--- config.mk ---
export PLATFORM = sky130hd
export DESIGN_NAME = fpcmp_unit
export DESIGN_NICKNAME = d
export VERILOG_FILES = /design/src/rtl/fpcmp_pkg.sv /design/src/rtl/fpcmp_classify.sv /design/src/rtl/fpcmp_order.sv /design/src/rtl/fpcmp_select.sv /design/src/rtl/fpcmp_unit.sv
export SDC_FILE = /design/constraint.sdc
export NUM_CORES = 1
export LEC_CHECK = 0
export BUFFER_PORTS_ARGS = -buffer_cell sky130_fd_sc_hd__buf_2
export CAP_MARGIN = 20
export CORE_MARGIN = 2
export CORE_UTILIZATION = 50
export DETAILED_ROUTE_END_ITERATION = 6
export PLACE_DENSITY = 0.79
export SETUP_SLACK_MARGIN = 0.02
export SYNTH_ARGS = -nofsm -noshare
export SYNTH_HDL_FRONTEND = slang
export SYNTH_SLANG_ARGS = --single-unit
--- constraint.sdc ---
create_clock -name clk -period 3.8 [get_ports clk]
set_input_delay 0.19 -clock clk [delete_from_list [all_inputs] [get_ports clk]]
set_output_delay 0.19 -clock clk [all_outputs]
set_load 0.01 [all_outputs]
--- src/rtl/fpcmp_pkg.sv ---
package fpcmp_pkg;

  typedef enum logic [2:0] {
    OP_EQ    = 3'd0,
    OP_LT    = 3'd1,
    OP_LE    = 3'd2,
    OP_MIN   = 3'd3,
    OP_MAX   = 3'd4,
    OP_SGNJ  = 3'd5,
    OP_SGNJN = 3'd6,
    OP_SGNJX = 3'd7
  } fpcmp_op_e;

  typedef struct packed {
    logic sign;
    logic is_nan;
    logic is_snan;
    logic is_zero;
  } fpcmp_cls_t;

endpackage

--- src/rtl/fpcmp_classify.sv ---
module fpcmp_classify #(
  parameter int EXP_W  = 8,
  parameter int FRAC_W = 23,
  localparam int W     = 1 + EXP_W + FRAC_W
) (
  input  logic [W-1:0]     opnd,
  output fpcmp_pkg::fpcmp_cls_t cls,
  output logic [W-2:0]     mag
);

  logic [EXP_W-1:0]  exp_f;
  logic [FRAC_W-1:0] frac_f;
  logic              exp_ones;
  logic              frac_nz;

  always_comb begin
    exp_f    = opnd[W-2 -: EXP_W];
    frac_f   = opnd[FRAC_W-1:0];
    exp_ones = &exp_f;
    frac_nz  = |frac_f;
    mag      = opnd[W-2:0];

    cls.sign    = opnd[W-1];
    cls.is_nan  = exp_ones && frac_nz;
    cls.is_snan = exp_ones && frac_nz && !frac_f[FRAC_W-1];
    cls.is_zero = (mag == '0);
  end

endmodule

--- src/rtl/fpcmp_order.sv ---
module fpcmp_order #(
  parameter int MAG_W = 31
) (
  input  logic             sign_a,
  input  logic             zero_a,
  input  logic [MAG_W-1:0] mag_a,
  input  logic             sign_b,
  input  logic             zero_b,
  input  logic [MAG_W-1:0] mag_b,
  output logic             ord_lt,
  output logic             ord_eq,
  output logic             tot_lt
);

  logic mag_lt;
  logic mag_gt;
  logic both_zero;

  always_comb begin
    mag_lt    = mag_a < mag_b;
    mag_gt    = mag_a > mag_b;
    both_zero = zero_a && zero_b;

    // Total order for min/max: negative zero sits below positive zero.
    unique case ({sign_a, sign_b})
      2'b10:   tot_lt = 1'b1;
      2'b01:   tot_lt = 1'b0;
      2'b00:   tot_lt = mag_lt;
      default: tot_lt = mag_gt;
    endcase

    // Numeric order for compares: the two zeros are equal.
    ord_lt = tot_lt && !both_zero;
    ord_eq = both_zero || ((sign_a == sign_b) && (mag_a == mag_b));
  end

endmodule

--- src/rtl/fpcmp_select.sv ---
module fpcmp_select #(
  parameter int EXP_W  = 8,
  parameter int FRAC_W = 23,
  localparam int W     = 1 + EXP_W + FRAC_W
) (
  input  logic [2:0]            op,
  input  logic [W-1:0]          opnd_a,
  input  logic [W-1:0]          opnd_b,
  input  fpcmp_pkg::fpcmp_cls_t cls_a,
  input  fpcmp_pkg::fpcmp_cls_t cls_b,
  input  logic                  ord_lt,
  input  logic                  ord_eq,
  input  logic                  tot_lt,
  output logic [W-1:0]          res,
  output logic                  nv
);
  import fpcmp_pkg::*;

  localparam logic [W-1:0] CANON_NAN =
    {1'b0, {EXP_W{1'b1}}, 1'b1, {(FRAC_W-1){1'b0}}};

  fpcmp_op_e op_e;
  logic      any_nan;
  logic      any_snan;
  logic      cmp_bit;
  logic      new_sign;
  logic [W-1:0] minmax_val;

  always_comb begin
    op_e     = fpcmp_op_e'(op);
    any_nan  = cls_a.is_nan || cls_b.is_nan;
    any_snan = cls_a.is_snan || cls_b.is_snan;

    cmp_bit  = 1'b0;
    new_sign = cls_b.sign;
    res      = '0;
    nv       = 1'b0;

    if (cls_a.is_nan && cls_b.is_nan) minmax_val = CANON_NAN;
    else if (cls_a.is_nan)           minmax_val = opnd_b;
    else if (cls_b.is_nan)           minmax_val = opnd_a;
    else if (op_e == OP_MIN)         minmax_val = tot_lt ? opnd_a : opnd_b;
    else                             minmax_val = tot_lt ? opnd_b : opnd_a;

    unique case (op_e)
      OP_EQ: begin
        cmp_bit = !any_nan && ord_eq;
        nv      = any_snan;
        res     = {{(W-1){1'b0}}, cmp_bit};
      end
      OP_LT: begin
        cmp_bit = !any_nan && ord_lt;
        nv      = any_nan;
        res     = {{(W-1){1'b0}}, cmp_bit};
      end
      OP_LE: begin
        cmp_bit = !any_nan && (ord_lt || ord_eq);
        nv      = any_nan;
        res     = {{(W-1){1'b0}}, cmp_bit};
      end
      OP_MIN, OP_MAX: begin
        res = minmax_val;
        nv  = any_snan;
      end
      default: begin
        if (op_e == OP_SGNJ)       new_sign = cls_b.sign;
        else if (op_e == OP_SGNJN) new_sign = !cls_b.sign;
        else                       new_sign = cls_a.sign ^ cls_b.sign;
        res = {new_sign, opnd_a[W-2:0]};
        nv  = 1'b0;
      end
    endcase
  end

endmodule

--- src/rtl/fpcmp_unit.sv ---
module fpcmp_unit #(
  parameter int EXP_W  = 8,
  parameter int FRAC_W = 23,
  localparam int W     = 1 + EXP_W + FRAC_W
) (
  input  logic         clk,
  input  logic         rst,
  input  logic         in_valid,
  input  logic [2:0]   op,
  input  logic [W-1:0] opnd_a,
  input  logic [W-1:0] opnd_b,
  output logic         out_valid,
  output logic [W-1:0] result,
  output logic         flag_invalid
);
  import fpcmp_pkg::*;

  localparam logic [W-1:0] CANON_NAN =
    {1'b0, {EXP_W{1'b1}}, 1'b1, {(FRAC_W-1){1'b0}}};
  localparam logic [W-1:0] NEG_ZERO = {1'b1, {(W-1){1'b0}}};

  fpcmp_cls_t   cls [2];
  logic [W-2:0] mag [2];
  logic [W-1:0] opnds [2];
  logic ord_lt, ord_eq, tot_lt;
  logic [W-1:0] res_c;
  logic         nv_c;

  assign opnds[0] = opnd_a;
  assign opnds[1] = opnd_b;

  for (genvar g = 0; g < 2; g++) begin : g_cls
    fpcmp_classify #(.EXP_W(EXP_W), .FRAC_W(FRAC_W)) u_cls (
      .opnd (opnds[g]),
      .cls  (cls[g]),
      .mag  (mag[g])
    );
  end

  fpcmp_order #(.MAG_W(W-1)) u_ord (
    .sign_a (cls[0].sign),
    .zero_a (cls[0].is_zero),
    .mag_a  (mag[0]),
    .sign_b (cls[1].sign),
    .zero_b (cls[1].is_zero),
    .mag_b  (mag[1]),
    .ord_lt (ord_lt),
    .ord_eq (ord_eq),
    .tot_lt (tot_lt)
  );

  fpcmp_select #(.EXP_W(EXP_W), .FRAC_W(FRAC_W)) u_sel (
    .op     (op),
    .opnd_a (opnd_a),
    .opnd_b (opnd_b),
    .cls_a  (cls[0]),
    .cls_b  (cls[1]),
    .ord_lt (ord_lt),
    .ord_eq (ord_eq),
    .tot_lt (tot_lt),
    .res    (res_c),
    .nv     (nv_c)
  );

  always_ff @(posedge clk) begin
    if (rst) begin
      out_valid    <= 1'b0;
      result       <= '0;
      flag_invalid <= 1'b0;
    end else begin
      out_valid <= in_valid;
      if (in_valid) begin
        result       <= res_c;
        flag_invalid <= nv_c;
      end
    end
  end

  logic a_nan_p, b_nan_p;
  assign a_nan_p = (&opnd_a[W-2 -: EXP_W]) && (|opnd_a[FRAC_W-1:0]);
  assign b_nan_p = (&opnd_b[W-2 -: EXP_W]) && (|opnd_b[FRAC_W-1:0]);

  AST_VALID_ONE_CYCLE: assert property (@(posedge clk) disable iff (rst)
    in_valid |=> out_valid);
  AST_NO_SPURIOUS_VALID: assert property (@(posedge clk) disable iff (rst)
    !in_valid |=> !out_valid);
  AST_HOLD_WHEN_IDLE: assert property (@(posedge clk) disable iff (rst)
    !in_valid |=> $stable(result) && $stable(flag_invalid));
  AST_ORDERED_NAN_FLAG: assert property (@(posedge clk) disable iff (rst)
    in_valid && (op == 3'd1 || op == 3'd2) && (a_nan_p || b_nan_p)
    |=> flag_invalid && result == '0);
  AST_CMP_SINGLE_BIT: assert property (@(posedge clk) disable iff (rst)
    in_valid && op <= 3'd2 |=> result[W-1:1] == '0);
  AST_NEG_ZERO_MIN: assert property (@(posedge clk) disable iff (rst)
    in_valid && op == 3'd3 && opnd_a == NEG_ZERO && opnd_b == '0
    |=> result == NEG_ZERO);
  AST_CANON_BOTH_NAN: assert property (@(posedge clk) disable iff (rst)
    in_valid && (op == 3'd3 || op == 3'd4) && a_nan_p && b_nan_p
    |=> result == CANON_NAN);
  AST_SGNJ_NO_FLAG: assert property (@(posedge clk) disable iff (rst)
    in_valid && op >= 3'd5 |=> !flag_invalid);
  AST_SGNJ_KEEPS_BODY: assert property (@(posedge clk) disable iff (rst)
    in_valid && op >= 3'd5 |=> result[W-2:0] == $past(opnd_a[W-2:0]));

endmodule

# Word level (Yosys, flattened, before mapping)
# Cells that the tools add are included.
# classes
order_cmp	2
mux	11
n_reduce_logical	31
eq_ne	10
n_bitwise	1
# ops
op	count
$mux 32	6
$pmux 32 s4	1
$logic_not 31->1	2
$reduce_or 23->1	2
$eq 31x31->1	1
$gt 31x31->1	1
$lt 31x31->1	1
$reduce_and 8->1	2
$logic_and 1x1->1	11
$eq 3x3->1 const B	3
$eq 3x2->1 const B	2
$logic_not 1->1	5
$logic_or 1x1->1	4
$reduce_or 2->1	2
$eq 3x1->1 const B	1
$logic_not 3->1	1
$pmux 1 s3	1
$reduce_or 3->1	1
$eq 2x1->1 const B	1
$eq 2x2->1 const B	1
$logic_not 2->1	1
$mux 1	2
$pmux 1 s2	1
$eq 1x1->1	1
$xor 1x1->1	1
# totals
elab_cells	58
in_bits	70
out_inout_bits	34
register_bits	34

# Depth between registers and ports, before layout
# depth
word_depth	8
mapped_depth	12
depth_no_buf	11

# By module
# Synthesis repeated with hierarchy kept, for this count alone.
# unflattened
hier_cells	437
hier_area_um2	3594.7
# modules_own_cells
mod	seq_area_each_um2	area_per_inst_um2	instances	cells_each
fpcmp_unit	680.7	1229.9	1	109
fpcmp_order	0.0	914.6	1	119
fpcmp_select	0.0	754.5	1	115
fpcmp_classify	0.0	347.8	2	47

# Worst setup path after synthesis
# OpenSTA, ideal clock, no wires.
# synth_timing
kind	input -> register
from	input opnd_b[13]
to	register result[0]
arrival_time_ns	2.512
n_path_buf	1
setup_time_ns	0.096
stages	12
slack_ns	1.192
t_required_ns	3.704
cell_sequence	inv_1 -> ha_1 -> a21oi_1 -> nand2_1 -> a221oi_2 -> a21oi_2 -> o32a_4 -> a21bo_1 -> a31oi_4 -> buf_8 -> a221oi_2 -> o41ai_2
# synth_via
elab_chain_cells	8
word_cells_on_any_way	26
classes_between	order compare (2); eq/ne (1); mux (8); reduce/logical (15)
# synth_lines
element	line_no	text
from (decl)	fpcmp_unit.sv:11	input logic [W-1:0] opnd_b,
$gt 31x31->1 / $lt 31x31->1 (equally long branches)	fpcmp_order.sv:21, fpcmp_order.sv:20	
$pmux 1 s3	fpcmp_order.sv:25	unique case ({sign_a, sign_b})
$mux 32, on equally long branches	fpcmp_select.sv:43, fpcmp_select.sv:42	
$mux 32	fpcmp_select.sv:42	else if (op_e == OP_MIN) minmax_val = tot_lt ? opnd_a : opnd_b;
$mux 32	fpcmp_select.sv:41	else if (cls_b.is_nan) minmax_val = opnd_a;
$mux 32	fpcmp_select.sv:40	else if (cls_a.is_nan) minmax_val = opnd_b;
$mux 32	fpcmp_select.sv:39	if (cls_a.is_nan && cls_b.is_nan) minmax_val = CANON_NAN;
$pmux 32 s4 (*)	fpcmp_select.sv:45	unique case (op_e)
to (signal assigned)	fpcmp_unit.sv:73	result <= res_c;
to (decl)	fpcmp_unit.sv:13	output logic [W-1:0] result,
# Mark *: on every way between the ends. The rest lies on a longest branch, timed or not.
# A chain may end at the register's enable or synchronous reset.

# Worst setup path after layout
# layout_timing
from	input opnd_b[22]
to	register result[26]
# layout_via
elab_chain_cells	8
word_cells_on_any_way	13
classes_between	order compare (2); mux (8); reduce/logical (3)
# layout_lines
element	line_no
$gt 31x31->1 / $lt 31x31->1 (equally long branches)	fpcmp_order.sv:21, fpcmp_order.sv:20
$pmux 1 s3	fpcmp_order.sv:25
$mux 32, on equally long branches	fpcmp_select.sv:43, fpcmp_select.sv:42
$mux 32	fpcmp_select.sv:42
$mux 32	fpcmp_select.sv:41
$mux 32	fpcmp_select.sv:40
$mux 32 (*)	fpcmp_select.sv:39
$pmux 32 s4 (*)	fpcmp_select.sv:45
# Marks and branches as above.

==> impl_metrics.tcl <==
set metrics [dict create \
    coreArea_um2 5960 \
    cp_data_required_time_ps 3960 \
    period_needed_ps 3020 \
    syn_nets 498 \
    fin_area_um2 3740 \
    grt_antenna_before_repair 0 \
    dp.cells 556 \
    setup_viol 0 \
    ys_async_sr_fraction 0 \
    power_density_nw_per_um2 280 \
    ys.flop_type "dfxtp_1" \
    numClockSinks 34 \
    max-cap-violations 0 \
    synth_top_cell_area_share 0.221 \
    final_util 0.627 \
    final_nets 593 \
    place_congestion 0.892 \
    grt_pass1_vias 3089 \
    worstMarginPinSlew_ps 739 \
    hold_violations 0 \
    crit_path_max_fanout 20 \
    synth_area_um2 3090 \
    slew_violations 0 \
    ios 104 \
    placed_cell_area_um2 3640 \
    firstDrtPassIters 5 \
    cts.htree.levels 2 \
    fmax_ghz 0.331 \
    fin_tns_setup_ps 0 \
    r2r-end "result[0]$_SDFFE_PP0P_" \
    drc 0 \
    fin_ws_ps 779 \
    hold_ws_ps 174 \
    fin_cells 564 \
    start_util 0.518 \
    slew_headroom 0.508 \
    synth_edf_count 0 \
    ant_nets 0 \
    grt_overflow 0 \
    yosys.area.top_type "dfxtp_1" \
    seqCellArea_um2 681 \
    max_stage_delay_ps 520 \
    drive_gt1_frac 0.290 \
    irDropWorstVdd_v 0.000217 \
    port-buffer-count 103 \
    rows 28 \
    ys_seq_elements 34 \
    grt_max_degree 41 \
    postCtsSetupRepairBufs 0 \
    vias 3359 \
    crit_chain "buf_2, inv_1, ha_1, nand4_1, o221ai_1, o21ai_1, o211ai_2, o32a_4, a21bo_1, a31oi_4, buf_4, mux2i_1, o22ai_1" \
    reg2regPathDepth 2 \
    synth.area.top_cells "dfxtp_1 22%, ha_1 14%, inv_1 4.7%" \
    fin_crit_sh 0.795 \
    die_h_um 82.6 \
    gr-usage-all-layers 0.275 \
    holdPathStages 3 \
    status "finished, final reports clean" \
    fillers 562 \
    timing.reg2reg.setup_slack_ps 2860 \
    drt_wl_total_um 9040 \
    multiInputGateArea_um2 2160 \
    r2r-start "result[0]$_SDFFE_PP0P_" \
    die_w_um 82.6 \
    critPathKind "in2reg" \
    ys_warn_count 0 \
    syn_avg_cell_area_um2 7.85 \
    syn_to_final_growth_pct 21.0 \
    cts_resized 0 \
    critPathLaunch "opnd_b[22]" \
    leakagePower_nw 1.74 \
    cts_tree "done" \
    synth_seq_area_share 0.221 \
    drt-initial-drc-count 204 \
    crit_path_end_kind "register" \
    rsz0062_at_grt "no" \
    cpMaxStageDelayCell "a31oi_4" \
    wire_per_inst_um 16.0 \
    start_kind "input port" \
    diodes 0 \
    cp.arrival_ps 3180 \
    clkLatencyLatePin_ps 290 \
    grt_pass1_wl_um 14700 \
    hold_class "in2reg" \
    ctsHoldBuffers 0 \
    netlist_instances 393 \
    path_clk_slew_ps 80 \
    synth_cell_type_count 52 \
    cts-buffers-inserted 5 \
    place_ws_ps 528 \
    ctsRootBufferMaster "clkbuf_8" \
    hp-start "opnd_b[8]" \
    fin_skew_ps 0 \
    hold_path_end "result[8]$_SDFFE_PP0P_" \
    dieArea_um2 6820 \
    p_total_mw 1.05 \
    dpl.hpwl_um 7050 \
    clockBufferDepth 2 \
    viasPerCell 5.96 \
]
flip-flops by register name (all words and copies together), names as in the netlist:
register	flops
flag_invalid	1
out_valid	1
result	32
kinds of logic after synthesis:
group	synth area share
mux	0.0324
fa+ha+maj	0.142
simple gates	0.199
compound gates	0.326
flops	0.221
buf+inv	0.0807
how the worst max path moves through the flow:
stage	slack, ps	endpoint	cells past startpoint
floorplan	1190	result[0]$_SDFFE_PP0P_	12
global placement	580	result[30]$_SDFFE_PP0P_	12
detailed placement	530	result[26]$_SDFFE_PP0P_	13
CTS	810	result[26]$_SDFFE_PP0P_	13
global route	530	result[26]$_SDFFE_PP0P_	13
finish	780	result[26]$_SDFFE_PP0P_	13
cells in the mapped netlist (2+ instances only):
cell	count
nor4_1	14
a21oi_1	28
ha_1	35
dfxtp_1	34
o21ai_0	19
nor2b_1	10
nor3_1	8
nand3b_1	2
clkbuf_1	17
o211ai_2	2
o21a_1	9
o21ai_2	2
a2111oi_2	9
nor2_1	32
a31oi_1	10
nand4_1	13
inv_1	39
o21ai_1	11
a311oi_1	13
nand3_1	3
a211oi_1	3
o22ai_1	9
nand2_1	32
a221oi_2	2
mux2i_1	10
cells in the final DEF, fill, tap and decap left out, types with 2 or more instances in the layout:
master	count
dfxtp_1	34
mux2i_1	10
o21ai_2	2
o211ai_2	2
a21oi_1	28
a311oi_1	13
nor2b_1	10
ha_1	35
a31oi_1	10
buf_4	6
inv_1	39
nor3_1	8
o21ai_1	11
nand2_1	32
nand3b_1	2
a221oi_2	2
buf_2	103
nand4_1	13
o22ai_1	9
o21a_1	9
nor2_1	31
a211oi_1	3
nand3_1	3
clkbuf_8	6
a2111oi_2	9
nor4_1	14
o21ai_0	19
where the power goes:
| part | internal (mW) | switching (mW) |
|---|---|---|
| Clock | 0.146 | 0.153 |
| Sequential | 0.381 | 0.0115 |
| Combinational | 0.144 | 0.210 |
area by class of cell:
type                    instances  area share
repair buffers                109       0.150
inverters                      39      0.0392
clock buffers                   6      0.0221
well taps                      75      0.0251
flip-flops and latches         34       0.182
clock inverters                 2     0.00335
multi-input cells             299       0.578
metal layers:
metal	up-vias	share of wire	track usage
met2	126	0.46	0.440
met4	0	0.019	0.0852
met1	1547	0.46	0.379
li1	1667	-	-
met3	19	0.060	0.0402
met5	-	0	0
critical path: cells and delay by family:
kind                     cells  cell delay (ps)
multiplexers                 1              220
AND/OR/NAND/NOR              1              150
buffers and inverters        3              520
AO/OA/AOI/OAI                7             1770
adder cells (fa/ha/maj)      1              330
Power figures use the tool's default switching activity.
